**src/rtl/sw_pkg.sv**
```systemverilog
package sw_pkg;

    typedef enum logic [2:0] {
        MODE_FULL = 3'b000,
        MODE_QUAD = 3'b001,
        MODE_XNIB = 3'b010,
        MODE_WNIB = 3'b011
    } sw_mode_e;

    // per-nibble signedness plus the live gate for the whole array
    typedef struct packed {
        logic xl_s;
        logic xh_s;
        logic wl_s;
        logic wh_s;
        logic live;
    } nib_ctrl_t;

    function automatic nib_ctrl_t ctrl_for(input logic [2:0] code);
        nib_ctrl_t c;
        c = '{xl_s: 1'b0, xh_s: 1'b0, wl_s: 1'b0, wh_s: 1'b0, live: 1'b0};
        case (code)
            MODE_FULL: c = '{xl_s: 1'b0, xh_s: 1'b1, wl_s: 1'b0, wh_s: 1'b1, live: 1'b1};
            MODE_QUAD: c = '{xl_s: 1'b1, xh_s: 1'b1, wl_s: 1'b1, wh_s: 1'b1, live: 1'b1};
            MODE_XNIB: c = '{xl_s: 1'b1, xh_s: 1'b1, wl_s: 1'b0, wh_s: 1'b1, live: 1'b1};
            MODE_WNIB: c = '{xl_s: 1'b0, xh_s: 1'b1, wl_s: 1'b1, wh_s: 1'b1, live: 1'b1};
            default:   c = '{xl_s: 1'b0, xh_s: 1'b0, wl_s: 1'b0, wh_s: 1'b0, live: 1'b0};
        endcase
        return c;
    endfunction

endpackage

```
**src/rtl/sw_nibble_mul.sv**
```systemverilog
module sw_nibble_mul #(
    parameter int NIB = 4,
    localparam int PWD = 2 * NIB + 2
) (
    input  logic [NIB-1:0] a,
    input  logic [NIB-1:0] b,
    input  logic           a_s,
    input  logic           b_s,
    input  logic           live,
    output logic [PWD-1:0] p
);
    logic [PWD-1:0] ax, bx;

    // widen each nibble by sign or zero, depending on its flag
    assign ax = {{(NIB + 2){a_s & a[NIB-1]}}, a};
    assign bx = {{(NIB + 2){b_s & b[NIB-1]}}, b};

    // low PWD bits of the product are exact: the true product fits
    assign p = live ? PWD'(ax * bx) : '0;
endmodule

```
**src/rtl/sw_csa_tree.sv**
```systemverilog
module sw_csa_tree #(
    parameter int W = 16
) (
    input  logic [W-1:0] t0,
    input  logic [W-1:0] t1,
    input  logic [W-1:0] t2,
    input  logic [W-1:0] t3,
    output logic [W-1:0] sum
);
    logic [W-1:0] s1, c1, s2, c2;

    always_comb begin
        // first 3:2 layer
        s1 = t0 ^ t1 ^ t2;
        c1 = ((t0 & t1) | (t0 & t2) | (t1 & t2)) << 1;
        // second 3:2 layer folds in the last term
        s2 = s1 ^ c1 ^ t3;
        c2 = ((s1 & c1) | (s1 & t3) | (c1 & t3)) << 1;
        // single carry-propagate add
        sum = s2 + c2;
    end
endmodule

```
**src/rtl/sw_lane_pack.sv**
```systemverilog
module sw_lane_pack
    import sw_pkg::*;
#(
    parameter int NIB = 4,
    localparam int PWD = 2 * NIB + 2,
    localparam int HW  = 4 * NIB,
    localparam int OW  = 8 * NIB,
    localparam int BW  = 2 * NIB
) (
    input  logic [2:0]     mode,
    input  logic [PWD-1:0] p0,
    input  logic [PWD-1:0] p1,
    input  logic [PWD-1:0] p2,
    input  logic [PWD-1:0] p3,
    input  logic [HW-1:0]  fused,
    output logic [OW-1:0]  packed_out
);
    logic [HW-1:0] e0, e1, e2, e3;
    logic [HW-1:0] xn_lo, xn_hi, wn_lo, wn_hi;

    assign e0 = {{(HW - PWD){p0[PWD-1]}}, p0};
    assign e1 = {{(HW - PWD){p1[PWD-1]}}, p1};
    assign e2 = {{(HW - PWD){p2[PWD-1]}}, p2};
    assign e3 = {{(HW - PWD){p3[PWD-1]}}, p3};

    // one nibble of x against all of w
    assign xn_lo = e0 + (e1 << NIB);
    assign xn_hi = e2 + (e3 << NIB);
    // all of x against one nibble of w
    assign wn_lo = e0 + (e2 << NIB);
    assign wn_hi = e1 + (e3 << NIB);

    always_comb begin
        case (mode)
            MODE_FULL: packed_out = {{HW{fused[HW-1]}}, fused};
            MODE_QUAD: packed_out = {p3[BW-1:0], p2[BW-1:0], p1[BW-1:0], p0[BW-1:0]};
            MODE_XNIB: packed_out = {xn_hi, xn_lo};
            MODE_WNIB: packed_out = {wn_hi, wn_lo};
            default:   packed_out = '0;
        endcase
    end
endmodule

```
**src/rtl/subword_mul.sv**
```systemverilog
module subword_mul
    import sw_pkg::*;
#(
    parameter int NIB = 4,
    localparam int OPW = 2 * NIB,
    localparam int PWD = 2 * NIB + 2,
    localparam int HW  = 4 * NIB,
    localparam int OW  = 8 * NIB
) (
    input  logic           clk,
    input  logic           rst,
    input  logic [2:0]     mode,
    input  logic [OPW-1:0] x,
    input  logic [OPW-1:0] w,
    output logic [OW-1:0]  prod
);
    nib_ctrl_t      ctrl;
    logic [NIB-1:0] xn [2];
    logic [NIB-1:0] wn [2];
    logic           xs [2];
    logic           ws [2];
    logic [PWD-1:0] pp [4];
    logic [HW-1:0]  fused;
    logic [OW-1:0]  comb_out;

    assign ctrl  = ctrl_for(mode);
    assign xn[0] = x[NIB-1:0];
    assign xn[1] = x[OPW-1:NIB];
    assign wn[0] = w[NIB-1:0];
    assign wn[1] = w[OPW-1:NIB];
    assign xs[0] = ctrl.xl_s;
    assign xs[1] = ctrl.xh_s;
    assign ws[0] = ctrl.wl_s;
    assign ws[1] = ctrl.wh_s;

    // product i uses x nibble i[1] and w nibble i[0]
    for (genvar i = 0; i < 4; i++) begin : g_nib
        localparam int XI = i / 2;
        localparam int WI = i % 2;
        sw_nibble_mul #(.NIB(NIB)) u_mul (
            .a    (xn[XI]),
            .b    (wn[WI]),
            .a_s  (xs[XI]),
            .b_s  (ws[WI]),
            .live (ctrl.live),
            .p    (pp[i])
        );
    end

    logic [HW-1:0] sx [4];
    for (genvar i = 0; i < 4; i++) begin : g_ext
        assign sx[i] = {{(HW - PWD){pp[i][PWD-1]}}, pp[i]};
    end

    sw_csa_tree #(.W(HW)) u_tree (
        .t0  (sx[0]),
        .t1  (sx[1] << NIB),
        .t2  (sx[2] << NIB),
        .t3  (sx[3] << (2 * NIB)),
        .sum (fused)
    );

    sw_lane_pack #(.NIB(NIB)) u_pack (
        .mode       (mode),
        .p0         (pp[0]),
        .p1         (pp[1]),
        .p2         (pp[2]),
        .p3         (pp[3]),
        .fused      (fused),
        .packed_out (comb_out)
    );

    always_ff @(posedge clk) begin
        if (rst) prod <= '0;
        else     prod <= comb_out;
    end


    undefined_code_zero_chk: assert property (@(posedge clk) disable iff (rst)
        mode[2] |=> (prod == '0));


    full_sign_ext_chk: assert property (@(posedge clk) disable iff (rst)
        (mode == MODE_FULL) |=> (prod[OW-1:HW] == {HW{prod[HW-1]}}));


    xnib_lane_ext_chk: assert property (@(posedge clk) disable iff (rst)
        (mode == MODE_XNIB) |=> (prod[HW-1:3*NIB] == {NIB{prod[3*NIB-1]}})
                             && (prod[OW-1:7*NIB] == {NIB{prod[7*NIB-1]}}));


    wnib_lane_ext_chk: assert property (@(posedge clk) disable iff (rst)
        (mode == MODE_WNIB) |=> (prod[HW-1:3*NIB] == {NIB{prod[3*NIB-1]}})
                             && (prod[OW-1:7*NIB] == {NIB{prod[7*NIB-1]}}));


    quad_zero_x_chk: assert property (@(posedge clk) disable iff (rst)
        (mode == MODE_QUAD && x == '0) |=> (prod == '0));


    hold_between_edges_chk: assert property (@(posedge clk) disable iff (rst)
        (!rst && $past(!rst) && $stable(mode) && $stable(x) && $stable(w)) |=> $stable(prod));
endmodule

```
**config.mk**
```make
export PLATFORM = sky130hd
export DESIGN_NAME = subword_mul
export DESIGN_NICKNAME = d
export VERILOG_FILES = /design/src/rtl/sw_pkg.sv /design/src/rtl/sw_nibble_mul.sv /design/src/rtl/sw_csa_tree.sv /design/src/rtl/sw_lane_pack.sv /design/src/rtl/subword_mul.sv
export SDC_FILE = /design/constraint.sdc
export NUM_CORES = 1
export LEC_CHECK = 0
export ABC_AREA = 1
export CORE_ASPECT_RATIO = 0.6
export CORE_UTILIZATION = 25
export DETAILED_ROUTE_END_ITERATION = 10
export PLACE_DENSITY_LB_ADDON = 0.3
export SYNTH_ARGS = -nofsm -noshare
export SYNTH_HDL_FRONTEND = slang
export SYNTH_SLANG_ARGS = --single-unit
```
**constraint.sdc**
```tcl
create_clock -name clk -period 18.4 [get_ports clk]
set_clock_uncertainty 0.1 [all_clocks]
set_input_delay 1.84 -clock clk [delete_from_list [all_inputs] [get_ports clk]]
set_output_delay 1.84 -clock clk [all_outputs]
set_load 0.03 [all_outputs]
```
After elaboration in Yosys (flattened, before gate mapping). Index checks and enable logic that the tools add are counted.

Logic and storage cells: 38. Register bits after elaboration: 32.

Multiply operators: 4. Add/sub/neg operators: 5. Muxes and demuxes: 6. Reductions and logical operators: 1. Bitwise gates (word level): 18. Equality and inequality tests: 3.

Operator list (count): $pmux 32 s4 (1); $and 15x15->15 (6); $xor 16x16->16 (4); $add 10x14->15 (4); $or 15x15->15 (4); $mul 5x5->10 (4); $mux 10 (4); $pmux 5 s4 (1); $add 16x16->16 (1); $eq 3x2->1 const B (2); $and 1x1->1 (4); $eq 3x1->1 const B (1); $logic_not 3->1 (1).

Longest topological paths before layout. Gate-level depths: netlist of the first run.

Depth in word-level cells: 13. Depth in mapped cells: 39. Depth with buffers taken out: 38.

Cells and area by module. A second synthesis of the first run with hierarchy kept.

Cells, all modules: 1656. Area total of the unflattened synthesis: 10149.7 µm².

By module, submodules not included: sw_nibble_mul (times used 4, cells an instance 175, area an instance 1108.6 µm²); sw_lane_pack (times used 1, cells an instance 555, area an instance 2881.5 µm²); sw_csa_tree (times used 1, cells an instance 294, area an instance 1886.8 µm²); subword_mul (times used 1, cells an instance 107, area an instance 947.2 µm²).

Least setup slack after synthesis of the first run. No wires, ideal clock.

Kind: input port to flip-flop. Start: input port mode[2]. End: register prod[15]. Stages: 36. Data arrival time: 7770 ps. Slack: 10460 ps. Setup time: 70 ps. Required time: 18230 ps. Path through: buf_6 > nor2_1 > nand2_1 > inv_1 > nand2_1 > fa_1 > fa_1 > fa_1 > inv_1 > fa_1 > nand2_1 > inv_1 > o21ai_0 > nand2_1 > nand2_1 > nand2_1 > a21oi_1 > inv_1 > nand2_1 > nand3_2 > fa_1 > fa_1 > inv_1 > ha_1 > nand2_1 > inv_1 > nand2_1 > nand2_1 > nand2_1 > nand2_1 > nor2_2 > inv_1 > nand2_2 > nand3_4 > buf_6 > a21oi_1.

Cells in the longest elaborated chain, start to end: 13.

Ends and longest elaborated chain: start: declaration (RTL line subword_mul.sv:12) `input logic [2:0] mode,`; $eq 3x2->1 (tied with other cells) (RTL line sw_pkg.sv:22, sw_lane_pack.sv:34); $pmux 5 s4 (RTL line sw_pkg.sv:22) `case (code)`; $and 1x1->1 (on tied branches) (RTL line sw_nibble_mul.sv:15, sw_nibble_mul.sv:16); $mul 5x5->10 (RTL line sw_nibble_mul.sv:19) `assign p = live ? PWD'(ax * bx) : '0;`; $mux 10 (RTL line sw_nibble_mul.sv:19); $and 15x15->15 (RTL line sw_csa_tree.sv:15) `c1 = ((t0 & t1) | (t0 & t2) | (t1 & t2)) << 1;`; $or 15x15->15 (2 in series) (RTL line sw_csa_tree.sv:15); $and 15x15->15 (RTL line sw_csa_tree.sv:18) `c2 = ((s1 & c1) | (s1 & t3) | (c1 & t3)) << 1;`; $or 15x15->15 (2 in series) (RTL line sw_csa_tree.sv:18); $add 16x16->16 (RTL line sw_csa_tree.sv:20) `sum = s2 + c2;`; $pmux 32 s4 (*) (RTL line sw_lane_pack.sv:34) `case (mode)`; end signal: assignment (RTL line subword_mul.sv:75) `else prod <= comb_out;`; end: declaration (RTL line subword_mul.sv:15) `output logic [OW-1:0] prod`.

Mark *: on every way between the ends. The rest lies on a longest branch, timed or not. A chain may end at the register's enable or synchronous reset.

Final worst setup path of the first run.
Start: input port mode[2]. End: register prod[26].

Same word-level chain as after synthesis.

==> results of run 1 <==
## final timing paths
| check | from | to | cells after the start |
|---|---|---|---|
| worst min-delay path | rst | prod[3] | 3 |
| worst max-delay path | mode[2] | prod[26] | 38 |
## cell type report
type	instances	area (um^2)	area share [%]
clock buffers	7	152.6	1.583
clock inverters	1	30.03	0.3114
inverters	295	1112	11.53
multi-input cells	932	6594	68.38
flip-flops and latches	32	640.6	6.643
well taps	450	563.0	5.839
repair buffers	56	550.5	5.709
## cells in the mapped netlist (2+ instances only)
library cell  number
o21ai_0           33
xnor2_1           14
nand3b_1           5
a221oi_1           3
nand3_4            2
buf_1              2
o211ai_1           3
dfxtp_1           32
a21oi_1           70
inv_4              2
a22oi_1            3
inv_1            289
o21bai_1           6
o22ai_1            2
a21o_1             4
nor2_1           134
nor3_1             5
ha_1             114
nand2_1          314
buf_6              3
fa_1              88
a21oi_2            9
clkbuf_1          15
nand2_2            2
or2_2             11
nand3_1           75
xor2_1            11
nor2_2             2
nand2_4            2
nand4_1           10
nand3_2            5
inv_2              4
buf_2              8
## per-stage QoR
| stage | power, mW | utilization, % | instances | cell area (um^2) |
|---|---|---|---|---|
| after floorplan | 0.4972 | - | 1288 | 8492 |
| after global placement | 0.6555 | 28.73 | 1765 | 9460 |
| after detailed placement | 0.6531 | 28.73 | 1765 | 9460 |
| after CTS | 0.7619 | 29.29 | 1773 | 9643 |
| after global routing | 0.8520 | 29.29 | 1773 | 9643 |
| final | 0.7653 | 29.29 | 1773 | 9643 |
## routing by layer
| layer | part of all wire, % | GRT usage (%) | vias to the layer above |
|---|---|---|---|
| li1 | - | - | 4015 |
| met1 | 54 | 26.54 | 3755 |
| met2 | 37 | 22.64 | 252 |
| met3 | 8.3 | 3.206 | 8 |
| met4 | 0.64 | 1.877 | 0 |
| met5 | 0 | 0 | - |
## report_power, final
| part | switching, mW | internal, mW | total (mW) |
|---|---|---|---|
| clock network | 0.0329 | 0.0713 | 0.104 |
| registers | 0.00382 | 0.0798 | 0.0836 |
| logic | 0.374 | 0.204 | 0.578 |
| total | 0.410 | 0.355 | 0.765 |
## logic make-up (layout without fill, tap and decap cells)
| logic type | count (synthesis) | count (layout) |
|---|---|---|
| flops | 32 | 32 |
| simple gates | 568 | 568 |
| compound gates | 137 | 137 |
| buf+inv | 324 | 359 |
| fa+ha+maj | 202 | 202 |
| xor+xnor | 25 | 25 |
## worst max-delay path, delay by kind of cell
kind                     cells  cell delay (ns)
buffers and inverters       10             1.43
AO/OA/AOI/OAI                3             0.63
AND/OR/NAND/NOR             18             2.55
adder cells (fa/ha/maj)      7             3.44
==> results_dict.tcl, run 1 <==
set metrics [dict create \
    yosys_register_bits 32 \
    cts_setup_buffers 0 \
    coreArea_mm2 0.03293 \
    synth_xor_area_share_pct 2.578 \
    fin_crit_ns 9.850 \
    worstPathArrival_ns 9.96 \
    drive_above_1_share_pct 4.006 \
    nNetsFinal 1545 \
    place_hpwl_mm 23.69 \
    syn_nets 1511 \
    cts-root-buf "clkbuf_16" \
    yosys.area_share.simple_pct 28.26 \
    dr_total_vias 8030 \
    gp_congestion 0.9089 \
    p_leak_nw 5.411 \
    cts_tree "done" \
    ys_async_sr_fraction_pct 0 \
    synth_ff_type "dfxtp_1" \
    grt_pass1_wl_mm 43.87 \
    dieArea_mm2 0.03473 \
    wl_per_cell_um 15.43 \
    grt_max_degree 31 \
    crit_required_ns 18.51 \
    powerDensity_mw_per_mm2 79.37 \
    drc_errors 0 \
    h-tree-depth 2 \
    io_pins 53 \
    synth.top_cells.by_area "fa_1 (21%), ha_1 (17%), nand2_1 (14%)" \
    chipHeight_um 144.8 \
    synth_compound_area_share_pct 9.268 \
    largest_reg_flops 32 \
    gr-total-overflow 0 \
    fin_setup_tns_ns 0 \
    peakVddDrop_mv 0.03839 \
    syn_to_final_growth_pct 13.56 \
    syn_area_mm2 0.008492 \
    synth_top_cell_area_share_pct 20.75 \
    status "completed" \
    drtIter0Drc 703 \
    yosys.area.top_type "fa_1" \
    setup_viol 0 \
    synth_top_family_by_area "adder cells" \
    max_cap_violations 0 \
    path_max_fanout 30 \
    final_common_cell "nand2_1" \
    synth_edf_count 0 \
    ant_nets 0 \
    synth_mux_area_share_pct 0 \
    path_common_cell "nand2_1" \
    post-route-period-util_pct 53.53 \
    pre_cts_ws_ns 8.268 \
    core.rowCount 51 \
    clock_sinks 32 \
    port_buffers 52 \
    fmax_mhz 101.5 \
    worstMarginPinSlew_ns 0.8441 \
    hold_buffers 0 \
    cp_slowest_stage_delay_ns 0.62 \
    final_cell_mix "nand2_1 (314), inv_1 (289), nor2_1 (134), ha_1 (114), fa_1 (88)" \
    vias_per_cell 4.529 \
    end_kind "flop" \
    start_util_pct 25.79 \
    drt_pass1_iterations 6 \
    grt_pass1_vias 7748 \
    cts_buffer_depth 2 \
    max-slew-margin-rel_pct 43.29 \
    grt_use_total_pct 16.55 \
    rsz0062_at_grt "false" \
    synthAdderAreaFrac_pct 37.54 \
    cp-start-kind "input port" \
    dieWidth_um 239.9 \
    synth_cell_types 39 \
    clkSlewWorstSetupHoldPaths_ns 0.05 \
    reg.largest.list "prod x32" \
    fin_ws_ns 8.550 \
    antenna_cells 0 \
    crit_slowest_cell "fa_1" \
    cts_resized 0 \
    netlist_instances 1288 \
    timing_worst_setup_path_type "input port to flop" \
    hp-class "input port to flop" \
    syn_area_per_cell_um2 6.593 \
    yosysSeqAreaShare_pct 7.544 \
    whs_ns 2.262 \
    cts-buffers-inserted 5 \
    max_flop_register "prod" \
    drv_slew 0 \
    ys_warn_count 0 \
    hold_violations 0 \
    antenna_found_initial 0 \
    drt_wl_total_mm 27.35 \
    fillers 3724 \
]
(Power assumes the default switching activity.)
==> run 2, diff against run 1 <==
clock period = 9.17 ns   (was 18.4 ns; I/O delays follow)
==> run 2 against run 1 <==
  * Sequential power increased by 100%
  * Non-clock buffer count increased by 10
  * Via count increased by 2.0%
  * Global-route usage decreased by 0.055 points
  * Die area unchanged
  * Setup slack got worse by 7.7 ns
  * Critical path type unchanged
==> results_dict.tcl, run 2 (same netlist as run 1, synthesis figures left out) <==
set metrics [dict create \
    status "completed" \
    cts_setup_buffers 0 \
    dr_total_vias 8192 \
    hold_buffers 0 \
    gp_congestion 0.9603 \
    crit_required_ns 9.29 \
    crit_slowest_cell "clkdlybuf4s50_1" \
    worstPathArrival_ns 8.40 \
    cp_slowest_stage_delay_ns 0.73 \
    post-route-period-util_pct 90.39 \
    fin_crit_ns 8.289 \
    reg.largest.list "prod x32" \
    holdPathStages 3 \
    power_frac_seq_pct 11.3 \
    drt_pass1_iterations 5 \
    wl_per_cell_um 15.25 \
    drc_errors 0 \
    hold_violations 0 \
    hold_path_end "prod[2]" \
    antenna_found_initial 0 \
    cp_num_buf_inv 9 \
    cpLargestDelayFamily "adder cells" \
    peakVddDrop_mv 0.07497 \
    final_common_cell "nand2_1" \
    grt_use_total_pct 16.50 \
    chipHeight_um 144.8 \
    hp-class "input port to flop" \
    swShare_pct 55.02 \
    drtIter0Drc 576 \
    clock_sinks 32 \
    internal-power_uw 669.9 \
    combPwrFrac_pct 77.4 \
    ant_nets 0 \
    dieArea_mm2 0.03473 \
    max_flop_register "prod" \
    dieWidth_um 239.9 \
    powerDensity_mw_per_mm2 153.9 \
    timing_worst_setup_path_type "input port to flop" \
    grt_use_met1_pct 26.82 \
    cts_tree "done" \
    drv_slew 0 \
    port_buffers 52 \
    final_cell_mix "nand2_1 (314), inv_1 (289), nor2_1 (134), ha_1 (114), fa_1 (88)" \
    clkSlewWorstSetupHoldPaths_ns 0.06 \
    grt_pass1_vias 7858 \
    cp-start-kind "input port" \
    path_common_cell "inv_1" \
    nNetsFinal 1555 \
    whs_ns 1.329 \
    fmax_mhz 120.6 \
    coreArea_mm2 0.03293 \
    worstMarginPinSlew_ns 1.001 \
    antenna_cells 0 \
    io_pins 53 \
    grt_util_met2_pct 23.30 \
    h-tree-depth 2 \
    cts_resized 0 \
    grt_pass1_wl_mm 43.99 \
    gr-total-overflow 0 \
    end_kind "flop" \
    drt_wl_total_mm 27.18 \
    setup_viol 0 \
    cts_buffer_depth 2 \
    rsz0062_at_grt "false" \
    p_switching_uw 819.6 \
    grt_busiest_layer "met1" \
    vias_per_cell 4.595 \
    p_leak_nw 5.442 \
    start_util_pct 25.79 \
    holdCritStartpoint "rst" \
    place_hpwl_mm 23.60 \
    cts-buffers-inserted 5 \
    pwr-share-clk_pct 11.3 \
    grt_use_met3_pct 1.954 \
    path_max_fanout 14 \
    core.rowCount 51 \
    max-slew-margin-rel_pct 32.77 \
    grt_max_degree 29 \
    drive_above_1_share_pct 4.726 \
    cts-root-buf "clkbuf_16" \
    syn_to_final_growth_pct 13.98 \
    largest_reg_flops 32 \
    max_cap_violations 0 \
    fin_setup_tns_ns 0 \
]
[run 2: cell types whose count changed in the layout (fill, tap and decap cells not counted)]
cell / before / now
clkinv_2: 0 / 2
clkinv_4: 0 / 1
clkbuf_8: 2 / 0
bufinv_16: 1 / 0
buf_4: 4 / 14
[run 2: final cells by class]
cell class,instances,area (um^2)
clock buffers,5,125.1
clock inverters,3,18.77
fillers,3669,23250
inverters,295,1112
multi-input cells,932,6594
flip-flops and latches,32,640.6
well taps,450,563.0
repair buffers,66,625.6
[run 2: worst max-delay path by stage]
stage	startpoint	end	slack (ns)	cells past startpoint
final	w[7]	prod[28]	0.88	33
after global routing	w[7]	prod[31]	0.17	34
after CTS	w[7]	prod[25]	0.88	33
after detailed placement	w[7]	prod[25]	0.62	33
after global placement	w[7]	prod[25]	0.65	33
after floorplan	mode[2]	prod[15]	2.15	36
[run 2: through the flow]
step | area (um^2) | std cells | utilization, % | power, mW | setup slack, ns
floorplan | 8492 | 1288 | - | 0.9976 | 2.153
global placement | 9535 | 1775 | 28.96 | 1.299 | 0.6532
detailed placement | 9535 | 1775 | 28.96 | 1.303 | 0.6177
CTS | 9679 | 1783 | 29.40 | 1.480 | 0.8835
global route | 9679 | 1783 | 29.40 | 1.650 | 0.1703
finish | 9679 | 1783 | 29.40 | 1.489 | 0.8811
[run 2: power by group through the flow]
stage | Clock, mW | Sequential (mW) | Combinational [mW]
6_report | 0.168 | 0.169 | 1.15
5_1_grt | 0.177 | 0.170 | 1.30
3_5_place_dp | 0 | 0.173 | 1.13
3_3_place_gp | 0 | 0.173 | 1.13
2_1_floorplan | 0 | 0.210 | 0.787
4_1_cts | 0.171 | 0.170 | 1.14
[run 2: worst min-delay path: stages]
cell	delay, ns
clkdlybuf4s50_1	0.40
buf_4	0.23
nor2_1	0.12
[run 2: routing by layer]
| metal | vias to the layer above | part of all wire [%] |
|---|---|---|
| met5 | - | 0 |
| met1 | 3929 | 56 |
| met3 | 8 | 6.3 |
| met4 | 0 | 0.33 |
| met2 | 214 | 37 |
| li1 | 4041 | - |
==> run 3, diff against run 2 <==
==> constraint.sdc (replaced) <==
create_clock -name clk -period 9.17 [get_ports clk]
set_clock_uncertainty 0.1 [all_clocks]
set_input_delay 2.2925 -clock clk [delete_from_list [all_inputs] [get_ports clk]]
set_output_delay 2.2925 -clock clk [all_outputs]
set_load 0.03 [all_outputs]
==> run 3 against run 2 <==
  * Sequential power barely moved
  * Sequential cell count did not move
  * Routed wire length rose by 0.35%
  * Highest routed layer unchanged
  * Hold slack improved by 1.4 ns
  * Critical endpoint is now prod[31]
  * Critical path depth rose by 5
==> results_dict.tcl, run 3 (same netlist as run 1, synthesis figures left out) <==
set metrics [dict create \
    status "completed" \
    grt_pass1_wl_mm 43.66 \
    max-slew-margin-rel_pct 36.95 \
    hold_violations 0 \
    fin_crit_ns 8.637 \
    p_switching_uw 855.1 \
    swShare_pct 53.28 \
    reg.largest.list "prod x32" \
    port_buffers 52 \
    setup_viol 0 \
    antenna_found_initial 0 \
    dieArea_mm2 0.03473 \
    whs_ns 2.715 \
    worstPathArrival_ns 8.70 \
    crit_required_ns 9.23 \
    powerDensity_mw_per_mm2 158.9 \
    chipHeight_um 144.8 \
    hold_path_end "prod[4]" \
    p_leak_nw 5.669 \
    crit_slowest_cell "fa_1" \
    max_cap_violations 0 \
    largest_reg_flops 32 \
    path_max_fanout 6 \
    gp_congestion 0.9556 \
    fmax_mhz 115.8 \
    drv_slew 0 \
    drt_wl_total_mm 27.28 \
    coreArea_mm2 0.03293 \
    power_mw 1.605 \
    grt_use_total_pct 16.34 \
    final_util_pct 30.67 \
    end_kind "flop" \
    max_flop_register "prod" \
    final_cell_mix "nand2_1 (314), inv_1 (288), nor2_1 (129), ha_1 (112), fa_1 (88)" \
    holdPathStages 3 \
    peakVddDrop_mv 0.08177 \
    gr-total-overflow 0 \
    dieWidth_um 239.9 \
    grt_max_degree 29 \
    cpLargestDelayFamily "adder cells" \
    final_common_cell "nand2_1" \
    clock_sinks 32 \
    io_pins 53 \
    dr_total_vias 8262 \
    cp_slowest_stage_delay_ns 0.55 \
    worstMarginPinSlew_ns 0.9385 \
    wl_per_cell_um 14.91 \
    hp-class "input port to flop" \
    antenna_cells 0 \
    holdCritStartpoint "rst" \
    internal-power_uw 749.8 \
    place_hpwl_mm 23.64 \
    cts-buffers-inserted 5 \
    cp-start-kind "input port" \
    vias_per_cell 4.517 \
    grt_pass1_vias 7925 \
    timing_worst_setup_path_type "input port to flop" \
    cp_num_buf_inv 10 \
    combPwrFrac_pct 79.0 \
    drc_errors 0 \
    pwr-share-clk_pct 10.5 \
    clkSlewWorstSetupHoldPaths_ns 0.06 \
    core.rowCount 51 \
    h-tree-depth 2 \
    ant_nets 0 \
    cts_tree "done" \
    cts_buffer_depth 2 \
    syn_to_final_growth_pct 18.93 \
    power_frac_seq_pct 10.5 \
    drive_above_1_share_pct 8.629 \
    nNetsFinal 1601 \
    drtIter0Drc 694 \
    drt_pass1_iterations 5 \
    cts-root-buf "clkbuf_16" \
    post-route-period-util_pct 94.19 \
    start_util_pct 25.79 \
]
==> run 3: worst min-delay path, stage by stage <==
cell             delay, ns
clkdlybuf4s50_1       0.40
buf_4                 0.24
nor2_1                0.12
==> run 3: stage by stage <==
| stage | setup TNS, ns | instances | area (um^2) | setup slack (ns) |
|---|---|---|---|---|
| 2_1_floorplan | 0 | 1288 | 8492 | 0.7775 |
| 5_1_grt | -0.008145 | 1829 | 10100 | -0.008145 |
| 3_3_place_gp | 0 | 1819 | 9866 | 0.01432 |
| 4_1_cts | 0 | 1827 | 10010 | 0.1857 |
| 6_report | 0 | 1829 | 10100 | 0.5331 |
| 3_5_place_dp | -0.7095 | 1819 | 9866 | -0.07382 |
==> run 3: power by group through the flow <==
stage / Combinational (mW) / Sequential, mW / Clock [mW]
floorplan: 0.787 / 0.210 / 0
global placement: 1.20 / 0.173 / 0
detailed placement: 1.21 / 0.172 / 0
CTS: 1.22 / 0.169 / 0.171
global route: 1.44 / 0.170 / 0.178
finish: 1.27 / 0.168 / 0.168
==> run 3: how the worst max path moves through the flow <==
| stage | startpoint | endpoint | slack, ns | cells past startpoint |
|---|---|---|---|---|
| 2_1_floorplan | mode[2] | prod[15] | 0.78 | 36 |
| 3_3_place_gp | mode[2] | prod[28] | 0.01 | 35 |
| 3_5_place_dp | mode[2] | prod[27] | -0.07 | 38 |
| 4_1_cts | mode[2] | prod[15] | 0.19 | 38 |
| 5_1_grt | mode[2] | prod[30] | -0.008 | 40 |
| 6_report | mode[2] | prod[31] | 0.53 | 38 |
==> run 3: area by class of cell <==
cell class / instances / area (um^2)
flip-flops and latches: 32 / 640.6
inverters: 295 / 1112
multi-input cells: 933 / 6676
clock buffers: 5 / 125.1
clock inverters: 3 / 18.77
fillers: 3652 / 22830
well taps: 450 / 563.0
repair buffers: 111 / 963.4
==> run 3: per-layer routing <==
layer	track usage, %	wire length [um]	share of wire (%)	vias to the layer above
met2	22.23	9908	36	263
li1	-	-	-	4135
met4	1.911	245	0.90	0
met5	0	0	0	-
met3	2.485	2080	7.6	19
met1	26.67	15040	55	3845
==> run 3: timing repair <==
| item | CTS | global route |
|---|---|---|
| gates resized for setup | 0 | 17 |
| hold buffers | 0 | 0 |
| setup endpoints to repair | 0 | 23 |
| setup buffers | 0 | 1 |
